### config.mk
export PLATFORM = sky130hd
export DESIGN_NAME = bcd_calendar_clock
export DESIGN_NICKNAME = d
export VERILOG_FILES = /design/src/rtl/cal_pkg.sv /design/src/rtl/cal_bus_decode.sv /design/src/rtl/cal_tick_chain.sv /design/src/rtl/cal_ft_gen.sv /design/src/rtl/bcd_calendar_clock.sv
export SDC_FILE = /design/constraint.sdc
export NUM_CORES = 1
export LEC_CHECK = 0
export CORE_MARGIN = 2
export CORE_UTILIZATION = 29
export CTS_CLUSTER_DIAMETER = 200
export DETAILED_ROUTE_END_ITERATION = 16
export PLACE_DENSITY = 0.42
export SLEW_MARGIN = 15
export SYNTH_ARGS = -nofsm -noshare
export SYNTH_HDL_FRONTEND = slang
export SYNTH_SLANG_ARGS = --single-unit
export TNS_END_PERCENT = 10
### constraint.sdc
create_clock -name clk -period 4.5 [get_ports clk]
set_input_delay 0.45 -clock clk [delete_from_list [all_inputs] [get_ports clk]]
set_output_delay 0.45 -clock clk [all_outputs]
set_load 0.02 [all_outputs]
### src/rtl/cal_pkg.sv
package cal_pkg;

  localparam logic [2:0] SEL_CEN  = 3'd0;
  localparam logic [2:0] SEL_SEC  = 3'd1;
  localparam logic [2:0] SEL_MIN  = 3'd2;
  localparam logic [2:0] SEL_HOUR = 3'd3;
  localparam logic [2:0] SEL_DAY  = 3'd4;
  localparam logic [2:0] SEL_DATE = 3'd5;
  localparam logic [2:0] SEL_MON  = 3'd6;
  localparam logic [2:0] SEL_YEAR = 3'd7;

  typedef struct packed {
    logic [7:0] cen;
    logic [7:0] yr;
    logic [7:0] mon;
    logic [7:0] date;
    logic [7:0] day;
    logic [7:0] hr;
    logic [7:0] mn;
    logic [7:0] sec;
  } cal_time_t;

  localparam cal_time_t RESET_TIME = cal_time_t'(64'h2000_0101_0100_0000);

  function automatic logic [7:0] bcd_inc(input logic [7:0] v);
    if (v[3:0] >= 4'd9) return {v[7:4] + 4'd1, 4'd0};
    return {v[7:4], v[3:0] + 4'd1};
  endfunction

  function automatic logic [6:0] bcd_to_bin(input logic [7:0] v);
    return 7'(v[7:4]) * 7'd10 + 7'(v[3:0]);
  endfunction

  function automatic logic leap_year(input logic [7:0] yr);
    logic [6:0] b;
    b = bcd_to_bin(yr);
    return b[1:0] == 2'b00;
  endfunction

  function automatic logic [7:0] month_len(input logic [7:0] mon, input logic [7:0] yr);
    case (mon)
      8'h02:                      return leap_year(yr) ? 8'h29 : 8'h28;
      8'h04, 8'h06, 8'h09, 8'h11: return 8'h30;
      default:                    return 8'h31;
    endcase
  endfunction

  function automatic logic [7:0] field_mask(input logic [2:0] sel);
    case (sel)
      SEL_YEAR: return 8'hFF;
      SEL_MON:  return 8'h1F;
      SEL_DATE: return 8'h3F;
      SEL_DAY:  return 8'h07;
      SEL_HOUR: return 8'h3F;
      SEL_MIN:  return 8'h7F;
      SEL_SEC:  return 8'h7F;
      default:  return 8'h3F;
    endcase
  endfunction

  function automatic logic [7:0] time_get(input cal_time_t t, input logic [2:0] sel);
    case (sel)
      SEL_CEN:  return t.cen;
      SEL_SEC:  return t.sec;
      SEL_MIN:  return t.mn;
      SEL_HOUR: return t.hr;
      SEL_DAY:  return t.day;
      SEL_DATE: return t.date;
      SEL_MON:  return t.mon;
      default:  return t.yr;
    endcase
  endfunction

  function automatic cal_time_t time_put(input cal_time_t t, input logic [2:0] sel,
                                         input logic [7:0] v);
    cal_time_t r;
    r = t;
    case (sel)
      SEL_CEN:  r.cen  = v;
      SEL_SEC:  r.sec  = v;
      SEL_MIN:  r.mn   = v;
      SEL_HOUR: r.hr   = v;
      SEL_DAY:  r.day  = v;
      SEL_DATE: r.date = v;
      SEL_MON:  r.mon  = v;
      default:  r.yr   = v;
    endcase
    return r;
  endfunction

endpackage

### src/rtl/cal_bus_decode.sv
module cal_bus_decode #(
  parameter int ADDR_W = 19
) (
  input  logic              cs_n,
  input  logic              oe_n,
  input  logic              we_n,
  input  logic [ADDR_W-1:0] addr,
  output logic [2:0]        sel,
  output logic              rd_act,
  output logic              wr_act
);
  logic hit;

  assign hit    = &addr[ADDR_W-1:3];
  assign sel    = addr[2:0];
  assign rd_act = hit && !cs_n && !oe_n && we_n;
  assign wr_act = hit && !cs_n && !we_n;
endmodule

### src/rtl/cal_tick_chain.sv
module cal_tick_chain
  import cal_pkg::*;
(
  input  cal_time_t cur,
  output cal_time_t nxt,
  output logic      day_wrap,
  output logic      yr_wrap
);
  logic sec_wrap, min_wrap, hr_wrap, date_wrap, mon_wrap;

  always_comb begin
    sec_wrap  = cur.sec >= 8'h59;
    min_wrap  = sec_wrap && (cur.mn >= 8'h59);
    hr_wrap   = min_wrap && (cur.hr >= 8'h23);
    day_wrap  = hr_wrap && (cur.day >= 8'h07);
    date_wrap = hr_wrap && (cur.date >= month_len(cur.mon, cur.yr));
    mon_wrap  = date_wrap && (cur.mon >= 8'h12);
    yr_wrap   = mon_wrap && (cur.yr >= 8'h99);

    nxt     = cur;
    nxt.sec = sec_wrap ? 8'h00 : bcd_inc(cur.sec);
    if (sec_wrap)  nxt.mn   = min_wrap ? 8'h00 : bcd_inc(cur.mn);
    if (min_wrap)  nxt.hr   = hr_wrap ? 8'h00 : bcd_inc(cur.hr);
    if (hr_wrap)   nxt.day  = day_wrap ? 8'h01 : cur.day + 8'h01;
    if (hr_wrap)   nxt.date = date_wrap ? 8'h01 : bcd_inc(cur.date);
    if (date_wrap) nxt.mon  = mon_wrap ? 8'h01 : bcd_inc(cur.mon);
    if (mon_wrap)  nxt.yr   = yr_wrap ? 8'h00 : bcd_inc(cur.yr);
    if (yr_wrap)   nxt.cen  = (cur.cen >= 8'h39) ? 8'h00 : bcd_inc(cur.cen);
  end
endmodule

### src/rtl/cal_ft_gen.sv
module cal_ft_gen #(
  parameter int HALF_CYC = 8
) (
  input  logic clk,
  input  logic rst_n,
  input  logic tick,
  input  logic enable,
  output logic ft_out
);
  localparam int CW = $clog2(HALF_CYC + 1);
  localparam logic [CW-1:0] HALF = CW'(HALF_CYC);

  logic [CW-1:0] cnt_q;

  always_ff @(posedge clk or negedge rst_n) begin
    if (!rst_n)            cnt_q <= HALF;
    else if (tick)         cnt_q <= '0;
    else if (cnt_q < HALF) cnt_q <= cnt_q + 1'b1;
  end

  assign ft_out = enable && (cnt_q < HALF);
endmodule

### src/rtl/bcd_calendar_clock.sv
module bcd_calendar_clock
  import cal_pkg::*;
#(
  parameter int ADDR_W   = 19,
  parameter int HALF_CYC = 8
) (
  input  logic              clk,
  input  logic              rst_n,
  input  logic              tick_1hz,
  input  logic              cs_n,
  input  logic              oe_n,
  input  logic              we_n,
  input  logic [ADDR_W-1:0] addr,
  input  logic [7:0]        din,
  output logic [7:0]        dout,
  output logic              dout_en,
  output logic              ft_out
);
  cal_time_t  live_q, snap_q, live_d, snap_d, stepped, after_tick, snap_wr, view;
  logic       stop_q, ft_q, wbit_q, rbit_q;
  logic [2:0] sel;
  logic       rd_act, wr_act, frozen, adv, w_fall, day_wrap, yr_wrap;
  logic [7:0] wdata, raw, rd_byte;

  cal_bus_decode #(.ADDR_W(ADDR_W)) u_dec (
    .cs_n(cs_n), .oe_n(oe_n), .we_n(we_n), .addr(addr),
    .sel(sel), .rd_act(rd_act), .wr_act(wr_act)
  );

  cal_tick_chain u_chain (
    .cur(live_q), .nxt(stepped), .day_wrap(day_wrap), .yr_wrap(yr_wrap)
  );

  cal_ft_gen #(.HALF_CYC(HALF_CYC)) u_ft (
    .clk(clk), .rst_n(rst_n), .tick(tick_1hz), .enable(ft_q && !stop_q), .ft_out(ft_out)
  );

  // Events brought out for the checker
  assign frozen = wbit_q || rbit_q;
  assign adv    = tick_1hz && !stop_q && !wbit_q;
  assign w_fall = wr_act && (sel == SEL_CEN) && wbit_q && !din[7];
  assign wdata  = din & field_mask(sel);

  always_comb begin
    after_tick = adv ? stepped : live_q;
    snap_wr    = time_put(snap_q, sel, wdata);
    if (w_fall)                 live_d = snap_wr;
    else if (wr_act && !wbit_q) live_d = time_put(after_tick, sel, wdata);
    else                        live_d = after_tick;
    if (!frozen)                snap_d = live_d;
    else if (wr_act && wbit_q)  snap_d = snap_wr;
    else                        snap_d = snap_q;
  end

  always_ff @(posedge clk or negedge rst_n) begin
    if (!rst_n) begin
      live_q <= RESET_TIME;
      snap_q <= RESET_TIME;
      stop_q <= 1'b0;
      ft_q   <= 1'b0;
      wbit_q <= 1'b0;
      rbit_q <= 1'b0;
    end else begin
      live_q <= live_d;
      snap_q <= snap_d;
      if (wr_act) begin
        case (sel)
          SEL_SEC: stop_q <= din[7];
          SEL_DAY: ft_q   <= din[6];
          SEL_CEN: begin
            wbit_q <= din[7];
            rbit_q <= din[6];
          end
          default: ;
        endcase
      end
    end
  end

  always_comb begin
    view = frozen ? snap_q : live_q;
    raw  = time_get(view, sel);
    case (sel)
      SEL_SEC: rd_byte = {stop_q, raw[6:0]};
      SEL_DAY: rd_byte = {1'b1, ft_q, 3'b000, raw[2:0]};
      SEL_CEN: rd_byte = {wbit_q, rbit_q, raw[5:0]};
      default: rd_byte = raw;
    endcase
  end

  assign dout_en = rd_act;
  assign dout    = rd_act ? rd_byte : 8'h00;
endmodule

* After elaboration in Yosys (flattened, before gate mapping) *
Cells that the tools add are included.

storage, ports and cells
  bits in registers = 136
  bits in latches = 0
  bits in writable memories = 0
  ROM bits = 0
  output and inout port bits = 10
  logic and storage cells = 177
  memories kept = 0

operators by class
  add/subtract/negate cells = 17
  multipliers = 1
  divide/modulo/power cells = 0
  order comparisons = 16
  eq/ne operators = 13
  shift operators = 0
  muxes and demuxes = 72
  bitwise logic cells = 1
  reduce and logical (&&, ||, !) cells = 36

operators with widths
  cell                   number
  $mux W64               6
  $mux W8                46
  $add A4 B1 Y4 const B  15
  $pmux W8 S7            1
  $pmux W8 S4            1
  $ge A4 B4 Y1 const B   7
  $pmux W8 S3            1
  $logic_and A1 B1 Y1    19
  $eq A8 B3 Y1 const B   2
  $ge A8 B6 Y1 const B   2
  $ge A8 B7 Y1 const B   2
  $pmux W8 S2            1
  $reduce_and A16 Y1     1
  $mux W1                14
  $eq A3 B3 Y1 const B   4
  $add A8 B1 Y8 const B  1
  $and A8 B8 Y8          1
  $eq A8 B2 Y1 const B   1
  $eq A8 B4 Y1 const B   1
  $eq A8 B5 Y1 const B   1
  $ge A8 B3 Y1 const B   1
  $ge A8 B5 Y1 const B   1
  $ge A8 B8 Y1           1
  $ge A8 B8 Y1 const B   1
  other kinds (16)       25

* Logic depth before layout (Yosys ltp) *
  word-level depth = 18
  mapped depth = 16
  mapped depth without buffers = 15

* Cells and area by module *
From an unflattened synthesis, not the netlist that was laid out.

second synthesis, totals
  cell total of the unflattened synthesis = 1140
  area, all modules = 10488.8 µm²

modules (own cells, without submodules)
  module              times used  cells each  area each (µm²)  seq. area each (µm²)
  bcd_calendar_clock  1           807         8137.8           3288.2
  cal_tick_chain      1           305         2072.0           0.0
  cal_ft_gen          1           16          192.7            101.3
  cal_bus_decode      1           12          86.3             0.0

* Worst setup path before layout *
No wires, ideal clock.

  kind = reg2reg
  start = register live_q[40] (netlist name)
  end = register snap_q[37] (netlist name)
  library setup time = 64 ps
  data arrival time = 3362 ps
  data required time = 4436 ps
  setup slack = 1074 ps
  cell stages (with the launch flop) = 16
  path buffers = 0
  path through = dfstp_2 > inv_1 > ha_1 > o211ai_1 > a21oi_1 > a31oi_1 > nor3_1 > a21oi_1 > ha_1 > or4b_2 > nand4_1 > and2_1 > nor2_2 > or3_4 > o22ai_1 > a21o_1

RTL lines
  item                      RTL line                  text
  start: declaration        bcd_calendar_clock.sv:19  cal_time_t live_q, snap_q, live_d, snap_d, stepped, after_tick, snap_wr, view;
  start signal: assignment  bcd_calendar_clock.sv:64  live_q <= live_d;
  end signal: assignment    bcd_calendar_clock.sv:65  snap_q <= snap_d;
  end: declaration          bcd_calendar_clock.sv:19

* Worst setup path in the final report *
  start = register rbit_q
  end = output port dout[0]

on the way
  longest elaborated chain between the ends = 5

ends and longest elaborated chain
  item                      RTL line                  text
  start: declaration        bcd_calendar_clock.sv:20  logic stop_q, ft_q, wbit_q, rbit_q;
  start signal: assignment  bcd_calendar_clock.sv:72  rbit_q <= din[6];
  $logic_or A1 B1 Y1        bcd_calendar_clock.sv:39  assign frozen = wbit_q || rbit_q;
  $mux W64                  bcd_calendar_clock.sv:81  view = frozen ? snap_q : live_q;
  $pmux W8 S7               cal_pkg.sv:62             case (sel)
  $pmux W8 S3               bcd_calendar_clock.sv:83  case (sel)
  $mux W8                   bcd_calendar_clock.sv:92  assign dout = rd_act ? rd_byte : 8'h00;
  end: declaration          bcd_calendar_clock.sv:15  output logic [7:0] dout,

Every way passes these cells.

==> impl_metrics.yaml <==
status:
  run_status: "completed"
die:
  dieArea_mm2: 0.0351
  io-pin-count: 43
  rows: 67
  die_x_um: 187
  core_area_mm2: 0.0334
  start_util_pct: 29.3
  die_height_um: 187
drt:
  drt_wl_total_um: 43500
  top_layer_used: "met4"
  drtIter0Drc: 1062
  met2WireLength_um: 19300
  met3WireLength_um: 3040
  postRouteAntennaNets: 0
  dr.pass1.iters: 5
  drc: 0
  drt-met1-wl_um: 19600
  dr_total_vias: 9802
  wl_per_cell_um: 26.1
  viasPerCell: 5.87
synthesis:
  syn_inst: 1168
  synth_xor_area_share_pct: 1.70
  ys_ff_latch: 135
  synth_cell_types: 82
  synthArstFlopShare_pct: 100
  yosys.area_share.simple_pct: 22.4
  syn-cell-area_mm2: 0.00976
  synth_compound_area_share_pct: 25.6
  ys.warnings.count: 0
  synthMuxAreaShare_pct: 5.54
  synth_edf_count: 0
  synth_top_family_by_area: "compound AO/OA/AOI/OAI gates"
  synthAdderAreaFrac_pct: 5.25
  syn_avg_cell_area_um2: 8.36
  synth_nets: 1242
  synth_flop_cell: "dfrtp_1"
  synth-seq-area-share_pct: 34.7
placement:
  place_congestion: 0.979
  io_buffers: 42
  dp_cells: 1636
  dpl.hpwl_um: 32000
cts:
  insertion_delay_ns: 0.45
  cts.sinks: 135
  h-tree-depth: 4
  cts_max_path_buffers: 2
  cts-root-buf: "clkbuf_16"
  cts_buffers: 17
  path_clk_slew_ns: 0.07
  cts_tree: "built"
worst_setup_path:
  arrival_ns: 3.85
  path_cells: "or2_4, buf_4, mux2i_1, o22ai_1, nor4_1, o21ai_0, nor2_1, a311oi_1, clkdlybuf4s50_1"
  worstSetupPathType: "flip-flop to output port"
  crit_fanout: 14
  slowest_stage: "dfrtp_1"
  max_stage_delay_ns: 0.74
  cp.required_ns: 4.05
  cp-start-kind: "flip-flop"
  worstSetupEndpointType: "output port"
  path_delay_family: "simple AND/OR/NAND/NOR gates"
  crit_buf_inv: 2
grt:
  first_global_vias: 9437
  grt_usage_pct: 24.7
  grt_overflow: 0
  grt_antenna_before_repair: 0
  grt_max_degree: 69
  grt_first_pass_wirelength_um: 64000
finish:
  drive_gt1_share_pct: 12.1
  mostFrequentLayoutCells: "155 x nand2_1, 126 x dfrtp_1, 86 x nor2_1"
  layout_commonest_cell: "nand2_1"
  nFillCells: 3606
  insertedDiodeCount: 0
  nets: 1282
  stdcell_count: 1669
  final_util_pct: 34.6
  syn_to_final_growth_pct: 18.2
sta:
  period_needed_ns: 4.30
  skew_ns: 0.0116
  maxSlewHeadroom_pct: 20.8
  rsz0062_at_grt: "no"
  worst_pin_slew_ns: 1.18
  tns_ns: 0
  hold_viol: 0
  final-setup-viol-count: 0
  slew_viol_final: 0
  clock.fmax_ghz: 0.233
  finalCritPeriodShare_pct: 95.5
  worst_hold_slack_ns: 0.0217
power:
  p_leak_nw: 4.71
  power_density_mw_per_mm2: 296
  ir_drop_mv: 0.273
flow_run:
  drv_cap: 0
hold_path:
  min_path_type: "input pin to async pin"
## per-layer routing
layer | track usage [%] | up-vias
met5 | 0 | -
met3 | 4.13 | 66
li1 | - | 4441
met4 | 9.99 | 0
met2 | 38.1 | 422
met1 | 34.5 | 4873
## cell usage after synthesis (25+ instances only)
cell type  number  area share, %
a21oi_1        64            3.3
o22ai_1        25            1.6
clkbuf_1       56            2.2
inv_1          33            1.3
nor2_1         88            3.4
mux2i_1        45            4.6
o21ai_0        75            3.8
ha_1           41            5.3
nand3_1        36            1.8
dfrtp_1       126             32
nand2_1       155            6.0
## power by group
part | switching [mW] | internal [mW] | leakage [nW]
combinational | 0.267 | 0.174 | 2.63
clock | 0.593 | 1.03 | 0.322
sequential | 0.0819 | 1.28 | 1.75
total | 0.942 | 2.48 | 4.71
## flip-flops by register name, summed over array words and instances, names as in the netlist
register    flops
live_q         64
snap_q         63
u_ft.cnt_q      4
ft_q            1
rbit_q          1
stop_q          1
wbit_q          1
## final timing paths
kind | to | slack (ns) | depth (start not counted) | startpoint
worst max-delay path | dout[0] | 0.20 | 9 | rbit_q$_DFFE_PN0P_
worst min register to register | live_q[38]$_DFF_PN0_ | 0.49 | 2 | snap_q[38]$_DFFE_PN0P_
max in group asynchronous | snap_q[40]$_DFFE_PN1P_ | 3.43 | 2 | rst_n
min in group clk | live_q[38]$_DFF_PN0_ | 0.49 | 2 | snap_q[38]$_DFFE_PN0P_
worst min-delay path | snap_q[29]$_DFFE_PN0P_ | 0.02 | 1 | rst_n
worst max register to register | snap_q[50]$_DFFE_PN0P_ | 0.52 | 15 | live_q[40]$_DFF_PN1_
## cell families (layout without fill, tap and decap cells)
group           after synthesis  in the layout
mux                          53             53
xor+xnor                     19             19
buf+inv                     111            163
compound gates              371            371
flops                       135            135
simple gates                438            439
fa+ha+maj                    41             41
## worst register-to-register path, delay by kind of cell (launching register included)
family          cells  cell delay, ns
compound gates      6            1.00
fa+ha+maj           2            0.48
buf+inv             1            0.10
flops               1            0.60
simple gates        6            1.67
## layout make-up
cell class	instances	area, um2	share of cell area, %
clock buffer	20	467	4.04
clock inverter	12	198	1.71
inverter	33	124	1.07
multi-input combinational	923	5950	51.6
sequential	135	3390	29.4
tap	448	561	4.86
timing repair buffer	98	855	7.40
## stage by stage
| step | worst slack [ns] | area, um2 | total power [mW] |
|---|---|---|---|
| global route | 0.0685 | 11500 | 3.55 |
| CTS | 0.107 | 11500 | 3.45 |
| floorplan | 1.07 | 9760 | 1.61 |
| finish | 0.204 | 11500 | 3.42 |
| global placement | 0.442 | 10900 | 1.82 |
| detailed placement | 0.422 | 10900 | 1.82 |
## what timing repair did
action,in CTS,in global routing
gates resized for setup,0,0
hold buffers,0,0
setup buffers,0,0
setup endpoints to repair,0,1
Power figures use the tool's default switching activity.
